===== config.mk =====
export PLATFORM = sky130hd
export DESIGN_NAME = txe_irq_gen
export DESIGN_NICKNAME = d
export VERILOG_FILES = /design/src/rtl/txe_pkg.sv /design/src/rtl/txe_mix_track.sv /design/src/rtl/txe_dly_timer.sv /design/src/rtl/txe_req_latch.sv /design/src/rtl/txe_irq_gen.sv
export SDC_FILE = /design/constraint.sdc
export NUM_CORES = 1
export LEC_CHECK = 0
export CAP_MARGIN = 20
export CELL_PAD_IN_SITES_DETAIL_PLACEMENT = 1
export CELL_PAD_IN_SITES_GLOBAL_PLACEMENT = 1
export CORE_MARGIN = 2
export CORE_UTILIZATION = 38
export CTS_BUF_LIST = sky130_fd_sc_hd__clkbuf_2 sky130_fd_sc_hd__clkbuf_4 sky130_fd_sc_hd__clkbuf_8
export CTS_CLUSTER_SIZE = 24
export DETAILED_ROUTE_END_ITERATION = 7
export GPL_TIMING_DRIVEN = 0
export PLACE_DENSITY_LB_ADDON = 0.1
export SKIP_LAST_GASP = 1
export SYNTH_ARGS = -nofsm -noshare
export SYNTH_HDL_FRONTEND = slang
export SYNTH_SLANG_ARGS = --single-unit

===== constraint.sdc =====
create_clock -name clk -period 1.9 [get_ports clk]
set_input_delay 0.285 -clock clk [delete_from_list [all_inputs] [get_ports clk]]
set_output_delay 0.285 -clock clk [all_outputs]
set_load 0.05 [all_outputs]

===== src/rtl/txe_pkg.sv =====
package txe_pkg;
  // Baud ticks per serial bit period.
  localparam int TICKS_PER_BIT = 16;
  localparam int TPB_SHIFT     = $clog2(TICKS_PER_BIT);
endpackage


===== src/rtl/txe_mix_track.sv =====
module txe_mix_track (
  input  logic clk,
  input  logic rst_n,
  input  logic ge2,
  input  logic clr,
  output logic multi
);
  logic multi_q, multi_d;

  always_comb begin
    multi_d = multi_q;
    if (clr)      multi_d = 1'b0;
    else if (ge2) multi_d = 1'b1;
  end

  always_ff @(posedge clk or negedge rst_n) begin
    if (!rst_n) multi_q <= 1'b0;
    else        multi_q <= multi_d;
  end

  assign multi = multi_q;

  a_r3_sticky_set: assert property (@(posedge clk) disable iff (!rst_n)
    (ge2 && !clr) |=> multi_q);
  a_r3_clear_on_empty: assert property (@(posedge clk) disable iff (!rst_n)
    clr |=> !multi_q);
endmodule


===== src/rtl/txe_dly_timer.sv =====
module txe_dly_timer
  import txe_pkg::*;
#(
  parameter int FW = 4,
  localparam int TW = FW + TPB_SHIFT
) (
  input  logic          clk,
  input  logic          rst_n,
  input  logic          run,
  input  logic          tick,
  input  logic [FW-1:0] frame_bits,
  output logic          expire
);
  logic [FW-1:0] frame_eff;
  logic [TW-1:0] limit;
  logic [TW-1:0] cnt_q, cnt_d;

  // Frame length less one stop bit, scaled to ticks.
  always_comb begin
    frame_eff = (frame_bits < FW'(2)) ? FW'(2) : frame_bits;
    limit     = {frame_eff - FW'(1), {TPB_SHIFT{1'b0}}};
  end

  assign expire = run && tick && (cnt_q == limit - TW'(1));

  always_comb begin
    cnt_d = cnt_q;
    if (!run)        cnt_d = '0;
    else if (expire) cnt_d = '0;
    else if (tick)   cnt_d = cnt_q + TW'(1);
  end

  always_ff @(posedge clk or negedge rst_n) begin
    if (!rst_n) cnt_q <= '0;
    else        cnt_q <= cnt_d;
  end

  a_r4_count_in_range: assert property (@(posedge clk) disable iff (!rst_n)
    run |-> (cnt_q < limit));
  a_r5_restart_from_zero: assert property (@(posedge clk) disable iff (!rst_n)
    !run |=> (cnt_q == '0));
endmodule


===== src/rtl/txe_req_latch.sv =====
module txe_req_latch (
  input  logic clk,
  input  logic rst_n,
  input  logic set,
  input  logic clr,
  input  logic en,
  output logic irq
);
  logic pend_q, pend_d;

  always_comb begin
    pend_d = pend_q;
    if (set)      pend_d = 1'b1;
    else if (clr) pend_d = 1'b0;
  end

  always_ff @(posedge clk or negedge rst_n) begin
    if (!rst_n) pend_q <= 1'b0;
    else        pend_q <= pend_d;
  end

  assign irq = pend_q && en;

  a_r8_set_latches: assert property (@(posedge clk) disable iff (!rst_n)
    set |=> pend_q);
  a_r9_clear_drops: assert property (@(posedge clk) disable iff (!rst_n)
    (clr && !set) |=> !pend_q);
endmodule


===== src/rtl/txe_irq_gen.sv =====
module txe_irq_gen #(
  parameter int DEPTH = 16,
  parameter int FW    = 4,
  localparam int CW   = $clog2(DEPTH + 1)
) (
  input  logic          clk,
  input  logic          rst_n,
  input  logic [CW-1:0] occ,
  input  logic          thr_wr,
  input  logic          iir_rd_ack,
  input  logic          fifo_en,
  input  logic          fifo_en_chg,
  input  logic          tx_ie,
  input  logic          baud_tick,
  input  logic [FW-1:0] frame_bits,
  output logic          thre,
  output logic          tx_irq
);
  logic empty_now;
  logic thre_q, thre_d;
  logic multi;
  logic bypass;
  logic run;
  logic expire;
  logic rise;
  logic req_set;

  assign empty_now = (occ == '0);
  // Immediate path: mode change, non-FIFO mode, or several bytes were queued.
  assign bypass    = fifo_en_chg || !fifo_en || multi;
  assign run       = empty_now && !thre_q && !bypass;

  always_comb begin
    thre_d = thre_q;
    if (!empty_now)  thre_d = 1'b0;
    else if (thre_q) thre_d = 1'b1;
    else if (bypass) thre_d = 1'b1;
    else if (expire) thre_d = 1'b1;
  end

  always_ff @(posedge clk or negedge rst_n) begin
    if (!rst_n) thre_q <= 1'b1;
    else        thre_q <= thre_d;
  end

  assign rise    = thre_d && !thre_q;
  assign req_set = rise || (fifo_en_chg && empty_now);

  txe_mix_track u_mix (
    .clk   (clk),
    .rst_n (rst_n),
    .ge2   (occ >= CW'(2)),
    .clr   (rise),
    .multi (multi)
  );

  txe_dly_timer #(.FW(FW)) u_tmr (
    .clk        (clk),
    .rst_n      (rst_n),
    .run        (run),
    .tick       (baud_tick),
    .frame_bits (frame_bits),
    .expire     (expire)
  );

  txe_req_latch u_req (
    .clk   (clk),
    .rst_n (rst_n),
    .set   (req_set),
    .clr   (thr_wr || iir_rd_ack),
    .en    (tx_ie),
    .irq   (tx_irq)
  );

  assign thre = thre_q;

  a_r2_busy_clears: assert property (@(posedge clk) disable iff (!rst_n)
    !empty_now |=> !thre);
  a_r3_fast_empty: assert property (@(posedge clk) disable iff (!rst_n)
    (empty_now && multi) |=> thre);
  a_r6_mode_change: assert property (@(posedge clk) disable iff (!rst_n)
    (fifo_en_chg && empty_now) |=> (thre && (tx_irq == tx_ie)));
  a_r7_no_fifo_immediate: assert property (@(posedge clk) disable iff (!rst_n)
    (empty_now && !fifo_en) |=> thre);
  a_r8_rise_requests: assert property (@(posedge clk) disable iff (!rst_n)
    $rose(thre) |-> (tx_irq == tx_ie));
endmodule


After elaboration in Yosys (flattened, before gate mapping). Cells that the tools add are included.

Output and inout port bits: 2. Flip-flop bits (word level): 11. Word-level logic and storage cells: 40. Bits in writable memories: 0. Input port bits: 17. Bits in read-only memories: 0. Bits in latches: 0. Memories: 0.

Reductions and logical operators: 17. Multiplexer cells: 12. Shifts and indexed selects: 0. Divide/modulo/power cells: 0. Order comparisons: 2. $mul: 0. Bitwise gates (word level): 0. Add/sub/neg operators: 3. Equality and inequality tests: 2.

Operator list (number): 8-bit two-way mux (3); 8-bit by 1-bit adder with 8-bit output (second input constant) (1); 8-bit equality test (1); 1-bit two-way mux (8); 8-bit by 1-bit subtractor with 8-bit output (second input constant) (1); 1-bit logical AND (7); 5-bit by 2-bit >= comparator with 1-bit output (second input constant) (1); 5-bit logical NOT (1); 1-bit logical OR (4); 4-bit by 2-bit less-than comparator with 1-bit output (second input constant) (1); 4-bit two-way mux (1); 2-bit nonzero test (2); 4-bit by 1-bit subtractor with 4-bit output (second input constant) (1); 1-bit logical NOT (3); 3-bit inequality test (second input constant) (1).

Logic depth before layout (Yosys ltp). Gate-level depths: netlist of the first run.

Depth after elaboration: 14. Depth in mapped cells: 9. Mapped depth without buffers: 9.

By module. A second synthesis of the first run with hierarchy kept.

Cells, all modules: 85. Area total of the unflattened synthesis: 792.0 um^2.

Modules (own cells, without submodules): txe_dly_timer (times used 1, area each 609.3 um^2, seq. area each 200.2 um^2, cells an instance 67); txe_irq_gen (times used 1, area each 105.1 um^2, seq. area each 26.3 um^2, cells an instance 12); txe_req_latch (times used 1, area each 42.5 um^2, seq. area each 25.0 um^2, cells an instance 4); txe_mix_track (times used 1, area each 35.0 um^2, seq. area each 25.0 um^2, cells an instance 2).

Worst setup path after synthesis of the first run. No wires, ideal clock.

Path kind: input -> register. From: in frame_bits[3]. To: reg u_tmr.cnt_q[6]. Data required time: 1778 ps. Stages: 8. Path buffers: 0. Data arrival time: 1885 ps. Library setup time: 122 ps. Setup slack: -107 ps. Cells stage by stage: or3_1 -> nand2_1 -> ha_1 -> or2_2 -> o21ai_2 -> a31oi_1 -> nor4_4 -> a2111oi_1.

Cells in the longest elaborated chain, start to end: 8. Elaborated cells between the ends (all ways): 9. Classes of those cells: add/sub (2); order compare (1); eq/ne (2); mux (3); reduce/logical (1).

Ends and longest elaborated chain: start, declared (line txe_irq_gen.sv:15) `input logic [FW-1:0] frame_bits,`; 4-bit by 2-bit less-than comparator with 1-bit output (line txe_dly_timer.sv:20) `frame_eff = (frame_bits < FW'(2)) ? FW'(2) : frame_bits;`; 4-bit two-way mux * (line txe_dly_timer.sv:20); 4-bit by 1-bit subtractor with 4-bit output * (line txe_dly_timer.sv:21) `limit = {frame_eff - FW'(1), {TPB_SHIFT{1'b0}}};`; 8-bit by 1-bit subtractor with 8-bit output * (line txe_dly_timer.sv:24) `assign expire = run && tick && (cnt_q == limit - TW'(1));`; 8-bit equality test * (line txe_dly_timer.sv:24); 1-bit logical AND * (line txe_dly_timer.sv:24); 8-bit two-way mux (line txe_dly_timer.sv:29) `else if (expire) cnt_d = '0;`; 8-bit two-way mux (line txe_dly_timer.sv:28) `if (!run) cnt_d = '0;`; end signal, assigned (line txe_dly_timer.sv:35) `else cnt_q <= cnt_d;`; end, declared (line txe_dly_timer.sv:16) `logic [TW-1:0] cnt_q, cnt_d;`.

Mark *: on every way between the ends. The rest lies on a longest branch, timed or not. A chain may end at the register's enable or synchronous reset.

Final worst setup path of the first run.
From: in frame_bits[1]. To: reg u_tmr.cnt_q[6].

The elaborated chain is that of the path after synthesis.

==> impl_metrics.tcl, run 1 <==
set metrics [dict create \
    grt_pass1_vias 900 \
    netlist_instances 92 \
    maxCapViolCount 0 \
    syn_area_sq_um 820 \
    antenna_found_initial 0 \
    worstPathRequired_ns 2.02 \
    path_class "in2reg" \
    worstRegToRegCells 4 \
    timing.rr.start "u_mix.multi$_DFFE_PN0P_" \
    hold_path.class "in2async" \
    finalWirelength_um 2720 \
    cts-root-buf "clkbuf_4" \
    setup_viol 6 \
    drt_iter0_drc 17 \
    yosys_warnings 0 \
    area_growth_pct 57.7 \
    ir_drop_mv 0.449 \
    final_hold_viol_count 0 \
    syn_nets 112 \
    fp.coreArea_sq_um 2000 \
    dp_hpwl_um 1740 \
    fmax_mhz 518 \
    fp.dieW_um 50.4 \
    fillers 225 \
    synth-seq-cells 11 \
    grt_max_degree 12 \
    tightest_slew_ns 0.715 \
    numCtsBuffers 3 \
    seq_area_sq_um 277 \
    drive_gt1_share_pct 33.1 \
    syn_area_per_cell_sq_um 8.91 \
    htreeDepth 1 \
    outcome "complete, but fails checks" \
    mostFrequentLayoutCells "12 x nor2_1, 12 x clkdlybuf4s50_1, 10 x dfrtp_1" \
    grtUsageTotal_pct 22.6 \
    violations "setup timing" \
    r2r_slack_ns 0.14 \
    setup_slack_ns -0.0306 \
    cts.sinks 11 \
    synth_flop_cell "dfrtp_1" \
    cts_tree "built" \
    yosysUniqueCellTypes 39 \
    cp.arrival_ns 2.05 \
    overflow 0 \
    start_util_pct 40.9 \
    period_share_pct 102 \
    cp-start-kind "input port" \
    max_slew_margin_pct 52.3 \
    clock_skew_ns 0.00204 \
    row_count 16 \
    fin_util_pct 64.6 \
    finalWeightedCongestion 0.763 \
    portBuffers 18 \
    die_y_um 50.4 \
    synthArstFlopShare_pct 100 \
    drt-wirelength-per-cell_um 18.0 \
    vias_per_cell 5.60 \
    synth_edf_count 0 \
    ys_seq_area_share_pct 33.7 \
    first_pass_iters 4 \
    final_max_slew_viol_count 0 \
    drc 0 \
    pre_cts_slack_ns -0.922 \
    grt_pass1_wl_um 4260 \
    cts_hold_buf 0 \
    rr_endpoint "u_tmr.cnt_q[4]$_DFFE_PN0P_" \
    insertion_delay_ns 0.27 \
    cts.clk_slew.worst_paths_ns 0.07 \
    ant_nets 0 \
    clk_path_buf_depth 2 \
    io_pins 19 \
    period_needed_ns 1.93 \
    endpoint_kind "flop" \
    fin_nets 145 \
    p_leak_nw 0.484 \
    power_density_nw_per_um2 435 \
    antenna_cells 0 \
    crit_path_max_fanout 3 \
    num_vias 846 \
    rsz0062_at_grt "true" \
    dieArea_sq_um 2540 \
    multi_input_area_sq_um 666 \
]
==> critical path: stages <==
cell and delay [ns]:
buf_8 0.10, or3_4 0.40, nand2_4 0.10, inv_4 0.04
ha_4 0.15, xnor2_2 0.16, xnor2_1 0.14, o211ai_1 0.17
nor4_4 0.26, buf_6 0.18, a2111oi_4 0.07
==> cells by family (layout without fill, tap and decap cells) <==
kind of cell	count (synthesis)	in the layout	synth area share (%)
AND/OR/NAND/NOR	42	42	28.7
multiplexers	2	2	2.44
AO/OA/AOI/OAI	23	23	22.4
buffers and inverters	6	38	2.75
XOR/XNOR	5	5	5.34
flip-flops	11	11	33.7
adder cells (fa/ha/maj)	3	3	4.58
==> cell type report <==
| type | count | area share [%] |
|---|---|---|
| plain buffers | 2 | 0.581 |
| repair buffers | 28 | 20.2 |
| well taps | 27 | 2.61 |
| flip-flops and latches | 11 | 21.4 |
| inverters | 4 | 1.36 |
| clock buffers | 4 | 2.32 |
| multi-input cells | 75 | 51.5 |
==> synth_stat cells (2+ instances only) <==
library cell  instances  area share (%)
nand3_1               5             3.1
clkbuf_1              2            0.92
o211ai_1              2             1.8
inv_1                 4             1.8
xor2_1                2             2.1
mux2i_1               2             2.4
a21oi_1               2             1.2
nor2_1               12             5.5
dfrtp_1              10              31
ha_1                  3             4.6
nor3_1                4             2.4
nand2_1              10             4.6
a2111oi_1             2             2.4
xnor2_1               3             3.2
o21ai_0               5             3.1
==> through the flow <==
step	hold slack, ns	power, mW	TNS, ns	std cells	area, sq um
2_1_floorplan	-0.0106	0.301	-0.178	92	871
3_3_place_gp	0.516	0.355	-6.47	137	1080
3_5_place_dp	0.541	0.360	-7.00	137	1080
4_1_cts	0.368	0.552	-0.0160	145	1230
5_1_grt	0.374	0.590	-0.836	151	1290
6_report	0.349	0.563	-0.123	151	1290
==> where the power goes <==
group | switching (mW) | total [mW] | internal [mW]
Combinational | 0.0712 | 0.150 | 0.0784
Clock | 0.0801 | 0.176 | 0.0957
Sequential | 0.00142 | 0.237 | 0.236
==> repair_timing <==
action / 4_1_cts / 5_1_grt
gates resized for setup: 38 / 4
pin swaps: 12 / 0
setup endpoints to repair: 10 / 8
setup buffers: 5 / 6
==> state kept, by name, summed over array words and instances (netlist names) <==
| register | cells |
|---|---|
| u_tmr.cnt_q | 8 |
| thre | 1 |
| u_req.pend_q | 1 |
| u_mix.multi | 1 |
==> worst max path at each step <==
stage / startpoint / to / slack (ns) / depth (start not counted)
4_1_cts: occ[1] / u_tmr.cnt_q[4]$_DFFE_PN0P_ / -0.02 / 6
5_1_grt: fifo_en_chg / u_tmr.cnt_q[4]$_DFFE_PN0P_ / -0.13 / 5
3_3_place_gp: frame_bits[2] / u_tmr.cnt_q[7]$_DFFE_PN0P_ / -0.85 / 9
3_5_place_dp: frame_bits[2] / u_tmr.cnt_q[4]$_DFFE_PN0P_ / -0.92 / 9
6_report: frame_bits[1] / u_tmr.cnt_q[6]$_DFFE_PN0P_ / -0.03 / 11
2_1_floorplan: frame_bits[3] / u_tmr.cnt_q[6]$_DFFE_PN0P_ / -0.04 / 9
==> metal layers <==
| metal | track usage (%) | vias to the layer above | share of wire [%] |
|---|---|---|---|
| met1 | 25.7 | 409 | 41 |
| met4 | 14.4 | 0 | 3.3 |
| met3 | 2.38 | 8 | 2.6 |
| li1 | - | 408 | - |
| met5 | 0 | - | 0 |
| met2 | 39.9 | 21 | 53 |
(Power assumes the default switching activity.)
==> run 2: changes to the inputs <==
- PLACE_DENSITY_LB_ADDON: 0.1 -> 0.12
==> impl_metrics.tcl, run 2 (synthesis results as in run 1) <==
set metrics [dict create \
    outcome "complete, but fails checks" \
    violations "setup timing" \
    max_stage_delay_ns 0.40 \
    final_max_slew_viol_count 0 \
    final_hold_viol_count 0 \
    grt_pass1_wl_um 4410 \
    io_pins 19 \
    vias_per_cell 5.83 \
    cts-root-buf "clkbuf_4" \
    p_switching_mw 0.176 \
    dp_hpwl_um 1680 \
    fin_tns_setup_ns -0.579 \
    cts.sinks 11 \
    path_buf_inv 3 \
    dieArea_sq_um 2540 \
    row_count 16 \
    power_density_nw_per_um2 450 \
    drt-wirelength-per-cell_um 21.0 \
    overflow 0 \
    clock_skew_ns 0.00603 \
    hold_path.class "in2async" \
    clk_path_buf_depth 2 \
    num_vias 875 \
    fmax_mhz 494 \
    fp.coreArea_sq_um 2000 \
    max_slew_margin_pct 54.8 \
    drive_gt1_share_pct 33.3 \
    finalInstanceArea_sq_um 1300 \
    setup_slack_ns -0.125 \
    die_y_um 50.4 \
    worstPathRequired_ns 2.02 \
    tightest_slew_ns 0.678 \
    portBuffers 18 \
    setup_viol 8 \
    rsz0062_at_grt "true" \
    first_pass_iters 4 \
    antenna_cells 0 \
    numCtsBuffers 3 \
    htreeDepth 1 \
    fp.dieW_um 50.4 \
    ir_drop_mv 0.363 \
    maxCapViolCount 0 \
    insertion_delay_ns 0.28 \
    p_sw_share_pct 30.1 \
    drt_iter0_drc 17 \
    critical_path.top_delay_family "simple AND/OR/NAND/NOR gates" \
    drc 0 \
    max_flop_register "u_tmr.cnt_q" \
    placed_area_sq_um 1080 \
    antenna_found_initial 0 \
    comb_power_share_pct 26.4 \
    p_leak_nw 0.482 \
    finalWirelength_um 3150 \
    area_growth_pct 58.6 \
    cp_cell_sequence "buf_8 -> or3_4 -> nand2_4 -> inv_4 -> ha_4 -> xnor2_2 -> xnor2_1 -> o211ai_1 -> nor4_4 -> buf_4 -> a2111oi_4" \
    intPower_mw 0.409 \
    ant_nets 0 \
    finalWeightedCongestion 0.799 \
    crit_path_max_fanout 4 \
    mostFrequentLayoutCells "12 x nor2_1, 12 x clkdlybuf4s50_1, 10 x dfrtp_1" \
    start_util_pct 40.9 \
    cts.clk_slew.worst_paths_ns 0.09 \
    cp-start-kind "input port" \
    p_clk_share_pct 33.0 \
    grtUsageTotal_pct 23.5 \
    path_class "in2reg" \
    seq_power_share_pct 40.6 \
    cts_tree "built" \
    cpMaxStageDelayCell "or3_4" \
    cts_hold_buf 0 \
    largest_reg_flops 8 \
    grt_pass1_vias 946 \
    fin_nets 144 \
    grt_max_degree 12 \
    period_needed_ns 2.02 \
    period_share_pct 107 \
    cp.arrival_ns 2.14 \
    endpoint_kind "flop" \
]
==> run 2: power groups by stage <==
stage          Combinational [mW]  Sequential, mW  Clock, mW
5_1_grt                     0.163           0.237      0.198
3_5_place_dp                0.117           0.241          0
2_1_floorplan              0.0589           0.242          0
6_report                    0.154           0.237      0.193
3_3_place_gp                0.114           0.241          0
4_1_cts                     0.133           0.237      0.185
==> run 2: what timing repair did <==
action | 4_1_cts | 5_1_grt
setup endpoints to repair | 10 | 8
gates resized for setup | 33 | 10
setup buffers | 8 | 2
pin swaps | 6 | 2
==> run 2: through the flow <==
stage               power (mW)  hold WS, ns  instances  util (%)  worst slack (ns)
floorplan                0.301      -0.0106         92         -           -0.0404
global placement         0.355        0.521        137      54.2            -0.865
detailed placement       0.358        0.557        137      54.2            -0.895
CTS                      0.555        0.369        148      61.4           -0.0115
global route             0.599        0.406        150      64.9            -0.181
finish                   0.585        0.355        150      64.9            -0.125
==> run 2: final cells by class <==
type / count / area, sq um
buffer: 2 / 7.51
clock buffer: 4 / 30.0
timing repair buffer: 27 / 250
multi-input combinational: 75 / 684
inverter: 4 / 17.5
fill: 217 / 702
sequential: 11 / 277
tap: 27 / 33.8
==> run 2: worst paths after layout <==
path | startpoint | to | slack [ns] | cells after the start
min reg2reg | u_tmr.cnt_q[1]$_DFFE_PN0P_ | u_tmr.cnt_q[1]$_DFFE_PN0P_ | 0.57 | 2
max | frame_bits[1] | u_tmr.cnt_q[6]$_DFFE_PN0P_ | -0.12 | 11
max reg2reg | u_tmr.cnt_q[0]$_DFFE_PN0P_ | u_tmr.cnt_q[6]$_DFFE_PN0P_ | 0.01 | 7
max in group asynchronous | rst_n | u_tmr.cnt_q[0]$_DFFE_PN0P_ | 1.17 | 1
min in group clk | u_tmr.cnt_q[1]$_DFFE_PN0P_ | u_tmr.cnt_q[1]$_DFFE_PN0P_ | 0.57 | 2
min | rst_n | u_tmr.cnt_q[3]$_DFFE_PN0P_ | 0.36 | 1
==> run 2: metal layers <==
| metal | GRT usage, % | part of all wire (%) |
|---|---|---|
| met5 | 0 | 0 |
| met4 | 8.56 | 3.4 |
| met3 | 5.06 | 4.0 |
| met2 | 45.0 | 49 |
| met1 | 24.7 | 43 |
